## src/rtl/cordic_pkg.sv

```systemverilog
package cordic_pkg;

  // Angle code width: 32767 encodes +180 degrees.
  localparam int ANG_W = 16;

  typedef enum logic [1:0] {
    ST_IDLE,
    ST_ROT,
    ST_SCALE
  } cordic_state_e;

  // atan(2^-i) in angle codes (radians * 32767 / pi), rounded.
  function automatic int atan_code(input int idx);
    case (idx)
      0:  return 8192;
      1:  return 4836;
      2:  return 2555;
      3:  return 1297;
      4:  return 651;
      5:  return 326;
      6:  return 163;
      7:  return 81;
      8:  return 41;
      9:  return 20;
      10: return 10;
      11: return 5;
      12: return 3;
      13: return 1;
      14: return 1;
      default: return 0;
    endcase
  endfunction

endpackage

```

## src/rtl/cordic_prefold.sv

```systemverilog
module cordic_prefold #(
  parameter int W     = 16,
  parameter int XW    = 19,
  parameter int ZW    = 18,
  parameter int GUARD = 2
) (
  input  logic signed [W-1:0]                  mag_i,
  input  logic signed [cordic_pkg::ANG_W-1:0]  ang_i,
  output logic signed [XW-1:0]                 x0_o,
  output logic signed [ZW-1:0]                 z0_o
);
  localparam int AW = cordic_pkg::ANG_W;
  localparam logic signed [ZW-1:0] QUARTER = ZW'(2 ** (AW - 2));
  localparam logic signed [ZW-1:0] HALF_TURN = ZW'(2 ** (AW - 1) - 1);

  logic signed [XW-1:0] mag_ext;
  logic signed [ZW-1:0] ang_ext;
  logic                 outside;

  assign mag_ext = XW'(mag_i) <<< GUARD;
  assign ang_ext = ZW'(ang_i);
  assign outside = (ang_ext > QUARTER) || (ang_ext < -QUARTER);

  always_comb begin
    if (outside) begin
      x0_o = -mag_ext;
      z0_o = ang_ext[ZW-1] ? (ang_ext + HALF_TURN) : (ang_ext - HALF_TURN);
    end else begin
      x0_o = mag_ext;
      z0_o = ang_ext;
    end
  end
endmodule

```

## src/rtl/cordic_microstep.sv

```systemverilog
module cordic_microstep #(
  parameter int XW = 19,
  parameter int ZW = 18,
  parameter int SW = 4
) (
  input  logic signed [XW-1:0] x_i,
  input  logic signed [XW-1:0] y_i,
  input  logic signed [ZW-1:0] z_i,
  input  logic        [SW-1:0] step_i,
  input  logic signed [ZW-1:0] ang_i,
  output logic signed [XW-1:0] x_o,
  output logic signed [XW-1:0] y_o,
  output logic signed [ZW-1:0] z_o
);
  logic signed [XW-1:0] x_sh, y_sh;

  assign x_sh = x_i >>> step_i;
  assign y_sh = y_i >>> step_i;

  always_comb begin
    if (z_i[ZW-1]) begin
      x_o = x_i + y_sh;
      y_o = y_i - x_sh;
      z_o = z_i + ang_i;
    end else begin
      x_o = x_i - y_sh;
      y_o = y_i + x_sh;
      z_o = z_i - ang_i;
    end
  end
endmodule

```

## src/rtl/cordic_gain.sv

```systemverilog
module cordic_gain #(
  parameter int W         = 16,
  parameter int XW        = 19,
  parameter int GUARD     = 2,
  parameter int GAIN_FRAC = 16,
  parameter int GAIN_Q    = 39797
) (
  input  logic signed [XW-1:0] v_i,
  output logic signed [W-1:0]  v_o
);
  localparam int PW = XW + GAIN_FRAC + 2;
  localparam int SH = GAIN_FRAC + GUARD;
  localparam logic signed [PW-1:0] KQ   = PW'(GAIN_Q);
  localparam logic signed [PW-1:0] HI   = PW'(2 ** (W - 1) - 1);
  localparam logic signed [PW-1:0] LO   = -PW'(2 ** (W - 1));
  localparam logic signed [PW-1:0] HALF = PW'(1) <<< (SH - 1);

  logic signed [PW-1:0] prod, scaled;

  assign prod   = PW'(v_i) * KQ;
  assign scaled = (prod + HALF) >>> SH;

  always_comb begin
    if (scaled > HI)      v_o = HI[W-1:0];
    else if (scaled < LO) v_o = LO[W-1:0];
    else                  v_o = scaled[W-1:0];
  end
endmodule

```

## src/rtl/cordic_rotator.sv

```systemverilog
module cordic_rotator #(
  parameter int W         = 16,
  parameter int ITER      = 16,
  parameter int GUARD     = 2,
  parameter int GAIN_FRAC = 16,
  parameter int GAIN_Q    = 39797
) (
  input  logic                                clk,
  input  logic                                rst_n,
  input  logic                                in_valid,
  output logic                                in_ready,
  input  logic signed [W-1:0]                 in_mag,
  input  logic signed [cordic_pkg::ANG_W-1:0] in_ang,
  output logic                                out_valid,
  output logic signed [W-1:0]                 out_x,
  output logic signed [W-1:0]                 out_y,
  output logic signed [cordic_pkg::ANG_W-1:0] out_z
);
  import cordic_pkg::*;

  localparam int XW = W + GUARD + 1;
  localparam int ZW = ANG_W + 2;
  localparam int SW = $clog2(ITER);
  localparam logic [SW-1:0] LAST_STEP = SW'(ITER - 1);
  localparam logic signed [ZW-1:0] Z_HI = ZW'(2 ** (ANG_W - 1) - 1);
  localparam logic signed [ZW-1:0] Z_LO = -ZW'(2 ** (ANG_W - 1));

  cordic_state_e        state_q;
  logic signed [XW-1:0] x_q, y_q, x_nx, y_nx, x_init;
  logic signed [ZW-1:0] z_q, z_nx, z_init, ang_step;
  logic        [SW-1:0] step_q;
  logic signed [W-1:0]  x_fin, y_fin;

  assign in_ready = (state_q == ST_IDLE);
  assign ang_step = ZW'(atan_code(int'(step_q)));

  cordic_prefold #(.W(W), .XW(XW), .ZW(ZW), .GUARD(GUARD)) u_fold (
    .mag_i(in_mag), .ang_i(in_ang), .x0_o(x_init), .z0_o(z_init)
  );

  cordic_microstep #(.XW(XW), .ZW(ZW), .SW(SW)) u_step (
    .x_i(x_q), .y_i(y_q), .z_i(z_q), .step_i(step_q), .ang_i(ang_step),
    .x_o(x_nx), .y_o(y_nx), .z_o(z_nx)
  );

  cordic_gain #(.W(W), .XW(XW), .GUARD(GUARD), .GAIN_FRAC(GAIN_FRAC), .GAIN_Q(GAIN_Q)) u_gain_x (
    .v_i(x_q), .v_o(x_fin)
  );

  cordic_gain #(.W(W), .XW(XW), .GUARD(GUARD), .GAIN_FRAC(GAIN_FRAC), .GAIN_Q(GAIN_Q)) u_gain_y (
    .v_i(y_q), .v_o(y_fin)
  );

  always_ff @(posedge clk or negedge rst_n) begin
    if (!rst_n) begin
      state_q   <= ST_IDLE;
      x_q       <= '0;
      y_q       <= '0;
      z_q       <= '0;
      step_q    <= '0;
      out_valid <= 1'b0;
      out_x     <= '0;
      out_y     <= '0;
      out_z     <= '0;
    end else begin
      out_valid <= 1'b0;
      case (state_q)
        ST_IDLE: begin
          if (in_valid) begin
            x_q     <= x_init;
            y_q     <= '0;
            z_q     <= z_init;
            step_q  <= '0;
            state_q <= ST_ROT;
          end
        end
        ST_ROT: begin
          x_q <= x_nx;
          y_q <= y_nx;
          z_q <= z_nx;
          if (step_q == LAST_STEP) state_q <= ST_SCALE;
          else                     step_q  <= step_q + SW'(1);
        end
        ST_SCALE: begin
          out_x     <= x_fin;
          out_y     <= y_fin;
          if (z_q > Z_HI)      out_z <= Z_HI[ANG_W-1:0];
          else if (z_q < Z_LO) out_z <= Z_LO[ANG_W-1:0];
          else                 out_z <= z_q[ANG_W-1:0];
          out_valid <= 1'b1;
          state_q   <= ST_IDLE;
        end
        default: state_q <= ST_IDLE;
      endcase
    end
  end
endmodule

```

## config.mk

```make
export PLATFORM = sky130hd
export DESIGN_NAME = cordic_rotator
export DESIGN_NICKNAME = d
export VERILOG_FILES = /design/src/rtl/cordic_pkg.sv /design/src/rtl/cordic_prefold.sv /design/src/rtl/cordic_microstep.sv /design/src/rtl/cordic_gain.sv /design/src/rtl/cordic_rotator.sv
export SDC_FILE = /design/constraint.sdc
export NUM_CORES = 1
export LEC_CHECK = 0
export BUFFER_PORTS_ARGS = -buffer_cell sky130_fd_sc_hd__clkbuf_2
export CAP_MARGIN = 20
export CORE_MARGIN = 1
export CORE_UTILIZATION = 55
export CTS_CLUSTER_DIAMETER = 60
export CTS_CLUSTER_SIZE = 40
export DETAILED_ROUTE_END_ITERATION = 8
export GPL_ROUTABILITY_DRIVEN = 0
export PLACE_DENSITY = 0.72
export SLEW_MARGIN = 20
export SYNTH_ARGS = -nofsm -noshare
export SYNTH_HDL_FRONTEND = slang
export SYNTH_HIERARCHICAL = 1
export SYNTH_SLANG_ARGS = --single-unit
export TNS_END_PERCENT = 5
```

## constraint.sdc

```tcl
create_clock -name clk -period 12.3 [get_ports clk]
set_clock_uncertainty 0.2 [all_clocks]
set_input_delay 2.46 -clock clk [delete_from_list [all_inputs] [get_ports clk]]
set_output_delay 2.46 -clock clk [all_outputs]
set_load 0.02 [all_outputs]
```

# After elaboration in Yosys (flattened, before gate mapping)
# Memory sizes are Yosys's and may differ from the RTL's.
# Index checks and enable logic that the tools add are counted.
dict set report totals {
  mem_count 1
  romBits 224
  register_bits 111
  elab_cells 71
}
# memory words word_bits read_ports rd_ports_with_merged_regs wr line
set memory_table {}
lappend memory_table {{(name not given)} 16 14 1 0 0 cordic_pkg.sv:14} ;# case (idx)
dict set report op_classes {
  mux 25
  n_addsub 12
  shift 2
  eq_ne 6
  mul 2
  magnitude_cmp 8
  reduce_logical 6
}
# operator count
set op_table {}
lappend op_table {{16-bit 2-to-1 mux} 6}
lappend op_table {{19-bit 2-to-1 mux} 5}
lappend op_table {{19-bit one-hot mux with 2 select lines} 2}
lappend op_table {{36-bit by 19-bit adder with 37-bit output, second input constant} 2}
lappend op_table {{19-bit by 17-bit multiplier with 36-bit output, second input constant} 2}
lappend op_table {{18-bit 2-to-1 mux} 4}
lappend op_table {{19-bit adder} 2}
lappend op_table {{19-bit by 16-bit > comparator with 1-bit output, second input constant} 2}
lappend op_table {{19-bit by 16-bit less-than comparator with 1-bit output, second input constant} 2}
lappend op_table {{19-bit by 4-bit >>> shifter with 19-bit output} 2}
lappend op_table {{19-bit subtractor} 2}
lappend op_table {{18-bit one-hot mux with 2 select lines} 1}
lappend op_table {{18-bit negation with 19-bit output} 1}
lappend op_table {{18-bit adder} 1}
lappend op_table {{18-bit by 16-bit > comparator with 1-bit output, second input constant} 1}
lappend op_table {{18-bit by 16-bit less-than comparator with 1-bit output, second input constant} 1}
lappend op_table {{18-bit subtractor} 1}
lappend op_table {{16-bit by 16-bit adder with 17-bit output, second input constant} 1}
lappend op_table {{16-bit by 16-bit subtractor with 17-bit output, second input constant} 1}
lappend op_table {{16-bit > comparator, second input constant} 1}
lappend op_table {{16-bit by 15-bit less-than comparator with 1-bit output, second input constant} 1}
lappend op_table {{4-bit 2-to-1 mux} 2}
lappend op_table {{4-bit one-hot mux with 2 select lines} 1}
lappend op_table {{2-bit != test, second input constant} 3}
lappend op_table {{other kinds (12)} 14}

# Logic depth before layout (Yosys ltp)
dict set report logic_depth {
  ltp_word 5
  depth_mapped 24
}

# Modules after synthesis
# Netlist, hierarchy kept.
# mod area_each_um2 cells_per_inst instances
set modules_own_cells {}
lappend modules_own_cells {{cordic_gain at u_gain_x} 6815.3 712 1}
lappend modules_own_cells {{cordic_gain at u_gain_y} 6641.4 674 1}
lappend modules_own_cells {cordic_microstep 5755.5 753 1}
lappend modules_own_cells {cordic_rotator 5137.4 524 1}
lappend modules_own_cells {cordic_prefold 1313.8 192 1}

# Worst setup path before layout
# Ideal clock, no wire load.
dict set report synth_path {
  path_type {reg-to-reg}
  startpoint {register y_q[18]}
  endpoint {register out_y[11]}
  t_arrival_ps 6164
  t_required_ps 12035
  path_stages_with_launch 22
  setup_slack_ps 5871
  setup_time_ps 65
  synth_period_minus_slack_ps 6429
  path_cell_list {dfrtp_1 -> ha_1 -> fa_1 -> inv_1 -> fa_1 -> fa_1 -> fa_1 -> inv_1 -> fa_1 -> inv_1 -> ha_1 -> and4_1 -> and2_4 -> nand3_1 -> a211o_1 -> a2111oi_4 -> nor4_2 -> a311oi_4 -> buf_6 -> a21o_1 -> nand2_1 -> nand2_1}
}
dict set report synth_via {
  elab_chain_len 5
}
# element line
set synth_rtl {}
lappend synth_rtl {{from (decl)} cordic_rotator.sv:29} ;# logic signed [XW-1:0] x_q, y_q, x_nx, y_nx, x_init;
lappend synth_rtl {{from (signal assigned)} cordic_rotator.sv:79} ;# y_q <= y_nx;
lappend synth_rtl {{19-bit by 17-bit multiplier with 36-bit output *} cordic_gain.sv:20} ;# assign prod = PW'(v_i) * KQ;
lappend synth_rtl {{36-bit by 19-bit adder with 37-bit output *} cordic_gain.sv:21} ;# assign scaled = (prod + HALF) >>> SH;
lappend synth_rtl {{19-bit by 16-bit less-than comparator with 1-bit output} cordic_gain.sv:25} ;# else if (scaled < LO) v_o = LO[W-1:0];
lappend synth_rtl {{16-bit 2-to-1 mux} cordic_gain.sv:25}
lappend synth_rtl {{16-bit 2-to-1 mux *} cordic_gain.sv:24} ;# if (scaled > HI) v_o = HI[W-1:0];
lappend synth_rtl {{via y_fin[11]} cordic_rotator.sv:32} ;# logic signed [W-1:0] x_fin, y_fin;
lappend synth_rtl {{to (signal assigned)} cordic_rotator.sv:86} ;# out_y <= y_fin;
lappend synth_rtl {{to (decl)} cordic_rotator.sv:16} ;# output logic signed [W-1:0] out_y,
# The timed path passes the listed nets; every way through them passes the cells marked *.
# A chain may end at the register's enable or synchronous reset.

# Final worst setup path
dict set report layout_path {
  startpoint {register y_q[12]}
  endpoint {register out_y[13]}
}
# The elaborated chain is that of the path after synthesis.

==> flow_metrics.tcl <==
set metrics [dict create \
    synth-adder-area-share_pct 40.3 \
    cp-start-kind "register" \
    rows 78 \
    synth_most_common_cell "inv_1" \
    rsz0062_at_grt "no" \
    yosys.area_share.xor_xnor_pct 5.73 \
    crit_path_cell_trace "ha_1 > inv_1 > fa_1 > fa_1 > inv_1 > fa_1 > fa_1 > inv_1 > fa_1 > inv_1 > ha_1 > and4_1 > and2_4 > nand3_1 > a211o_1 > a2111oi_4 > a2111oi_1 > a211oi_2 > a31o_1 > nand2_1 > nand2_1" \
    setup_tns_ns 0 \
    ys_ff_latch 111 \
    layout.nets 3582 \
    synth_mux_area_share_pct 6.63 \
    grt_max_degree 98 \
    finalCritPeriodShare_pct 58.6 \
    synth_flop_cell "dfrtp_1" \
    fmaxAchievable_mhz 139 \
    relSlewSlack_pct 30.6 \
    vias 20518 \
    grtUsageTotal_pct 27.6 \
    drt.antenna.violating_nets 0 \
    synth_top_family_by_area "adder cells" \
    synth_compound_area_share_pct 15.7 \
    cts_buffers 9 \
    crit_type "reg2reg" \
    fillCellCount 3912 \
    start_util_pct 56.2 \
    core_um2 45700 \
    post-dp-hpwl_mm 51.2 \
    min_path_type "reg2reg" \
    grt_pass1_wl_mm 105 \
    clockBufferDepth 2 \
    yosysTopAreaCellShare_pct 21.1 \
    drv_cap 0 \
    cp.arrival_ns 7.35 \
    ioPinCount 85 \
    drc 0 \
    grt_pass1_vias 20450 \
    slew_violations 0 \
    synth_async_sr_flop_share_pct 100 \
    crit_required_ns 12.45 \
    synth_area_um2 25700 \
    firstDrtPassIters 6 \
    fp.dieH_um 218 \
    cp_slowest_stage_delay_ns 0.79 \
    antenna_found_initial 0 \
    period_needed_ns 7.20 \
    ys_seq_area_share_pct 10.8 \
    cts_tree "built" \
    cp_max_fo 15 \
    synth_edf_count 0 \
    critPathSlowestCell "dfrtp_1" \
    r2r_slack_ns 5.10 \
    status "finished, final reports clean" \
    critPathCaptureType "register" \
    path_common_cell "fa_1" \
    clk_pin_slew_worst_paths_ns 0.08 \
    synthTopCellsByCount "470 x inv_1, 394 x ha_1, 270 x fa_1" \
    drive_gt1_share_pct 7.86 \
    root_buffer "clkbuf_16" \
    cts.sinks 111 \
    synth_cells 2855 \
    die_width_um 218 \
    areaGrowthSynthToFinish_pct 4.32 \
    h-tree-depth 3 \
    wl_per_cell_um 18.4 \
    report.final.hold_viol_count 0 \
    tightest_slew_ns 1.04 \
    avgSynthCellArea_um2 8.99 \
    dieArea_um2 47500 \
    yosysTopAreaCell "fa_1" \
    ys_warn_count 6 \
    cts_resized 0 \
    vias_per_cell 5.88 \
    grt.overflow.total 0 \
    wirelength_mm 64.2 \
    setup_violations 0 \
    synth.distinct_cells 101 \
    post_cts_buffers 0 \
    ctsHoldBuffers 0 \
    netlist_top_cells_area "fa_1 21%, ha_1 19%, dfrtp_1 11%, inv_1 6.9%, nand2_1 3.9%" \
    antenna_cells 0 \
    clock_latency_ns 0.41 \
    io_buffer_count 84 \
    initialDrtViolationCount 1609 \
    synthSimpleGateAreaFrac_pct 11.9 \
]
==> cell type report <==
cell class                 count  area (µm²)  share of cell area [%]
multi-input combinational   2188       20600                    77.0
sequential                   111        2780                    10.4
inverter                     473        1780                    6.63
tap                          600         751                    2.80
timing repair buffer         100         543                    2.03
clock buffer                   9         225                   0.841
clock inverter                 7        72.6                   0.271
==> per-stage QoR <==
| step | cells | area, µm² | util, % | hold WS [ns] | setup slack [ns] |
|---|---|---|---|---|---|
| 4_1_cts | 3488 | 26800 | 58.6 | 0.286 | 5.14 |
| 6_report | 3488 | 26800 | 58.6 | 0.285 | 5.10 |
| 2_1_floorplan | 2863 | 25700 | - | 0.294 | 5.87 |
| 5_1_grt | 3488 | 26800 | 58.6 | 0.309 | 4.82 |
| 3_3_place_gp | 3472 | 26500 | 58.0 | 0.257 | 5.34 |
| 3_5_place_dp | 3472 | 26500 | 58.0 | 0.267 | 5.13 |
==> flip-flops by register name, summed over array words and instances (netlist names) <==
signal / count
x_q: 19
y_q: 19
z_q: 18
out_x: 16
out_y: 16
out_z: 16
step_q: 4
state_q: 2
out_valid: 1
==> final timing paths <==
check                                           start                     end  depth (start not counted)
max in group asynchronous                       rst_n    out_x[7]$_DFFE_PN0P_                          2
worst max register to register    y_q[12]$_DFFE_PN0P_   out_y[13]$_DFFE_PN0P_                         21
worst min register to register  out_y[15]$_DFFE_PN0P_   out_y[15]$_DFFE_PN0P_                          2
worst max-delay path              y_q[12]$_DFFE_PN0P_   out_y[13]$_DFFE_PN0P_                         21
min in group asynchronous                       rst_n  state_q[0]$_DFFE_PN0P_                          1
worst min-delay path            out_y[15]$_DFFE_PN0P_   out_y[15]$_DFFE_PN0P_                          2
==> per-layer routing <==
layer / GRT usage (%) / vias to the layer above / wire length, µm
met5: 0 / - / 0
met4: 8.21 / 0 / 1560
met3: 3.71 / 120 / 3370
met2: 45.2 / 582 / 30700
met1: 38.1 / 10038 / 28600
li1: - / 9778 / -
==> critical path, delay by kind of cell (launching register included) <==
family                   cells  cell delay, ns
adder cells (fa/ha/maj)      7            3.32
AND/OR/NAND/NOR              5            0.60
buffers and inverters        4            0.24
flip-flops                   1            0.79
AO/OA/AOI/OAI                5            1.96
==> cells in the final DEF, fill, tap and decap left out, drive strengths merged, types with 14 or more instances in the layout <==
| cell type | n |
|---|---|
| o21a | 19 |
| a211oi | 17 |
| or3 | 18 |
| o32ai | 16 |
| nor2 | 131 |
| mux4 | 36 |
| and2 | 20 |
| dfrtp | 111 |
| fa | 270 |
| a21o | 57 |
| mux2 | 20 |
| nand4 | 17 |
| clkbuf | 92 |
| nand3 | 38 |
| nor2b | 16 |
| buf | 17 |
| xor2 | 79 |
| and3 | 14 |
| nor3 | 32 |
| o211ai | 20 |
| a31oi | 21 |
| xnor2 | 89 |
| ha | 394 |
| nand2b | 29 |
| o21ai | 119 |
| inv | 477 |
| o21bai | 26 |
| a22o | 36 |
| mux2i | 66 |
| a21oi | 150 |
| nand2 | 266 |
==> logic make-up (layout without fill, tap and decap cells) <==
group                    Yosys count  after routing
adder cells (fa/ha/maj)          664            664
AND/OR/NAND/NOR                  638            638
AO/OA/AOI/OAI                    586            586
buffers and inverters            564            589
XOR/XNOR                         168            168
multiplexers                     122            122
flip-flops                       111            111
other                              2             10
Power is left out: the tool's default activity adds up to more than one toggle a clock period on the data nets, which glitch-free logic cannot reach.
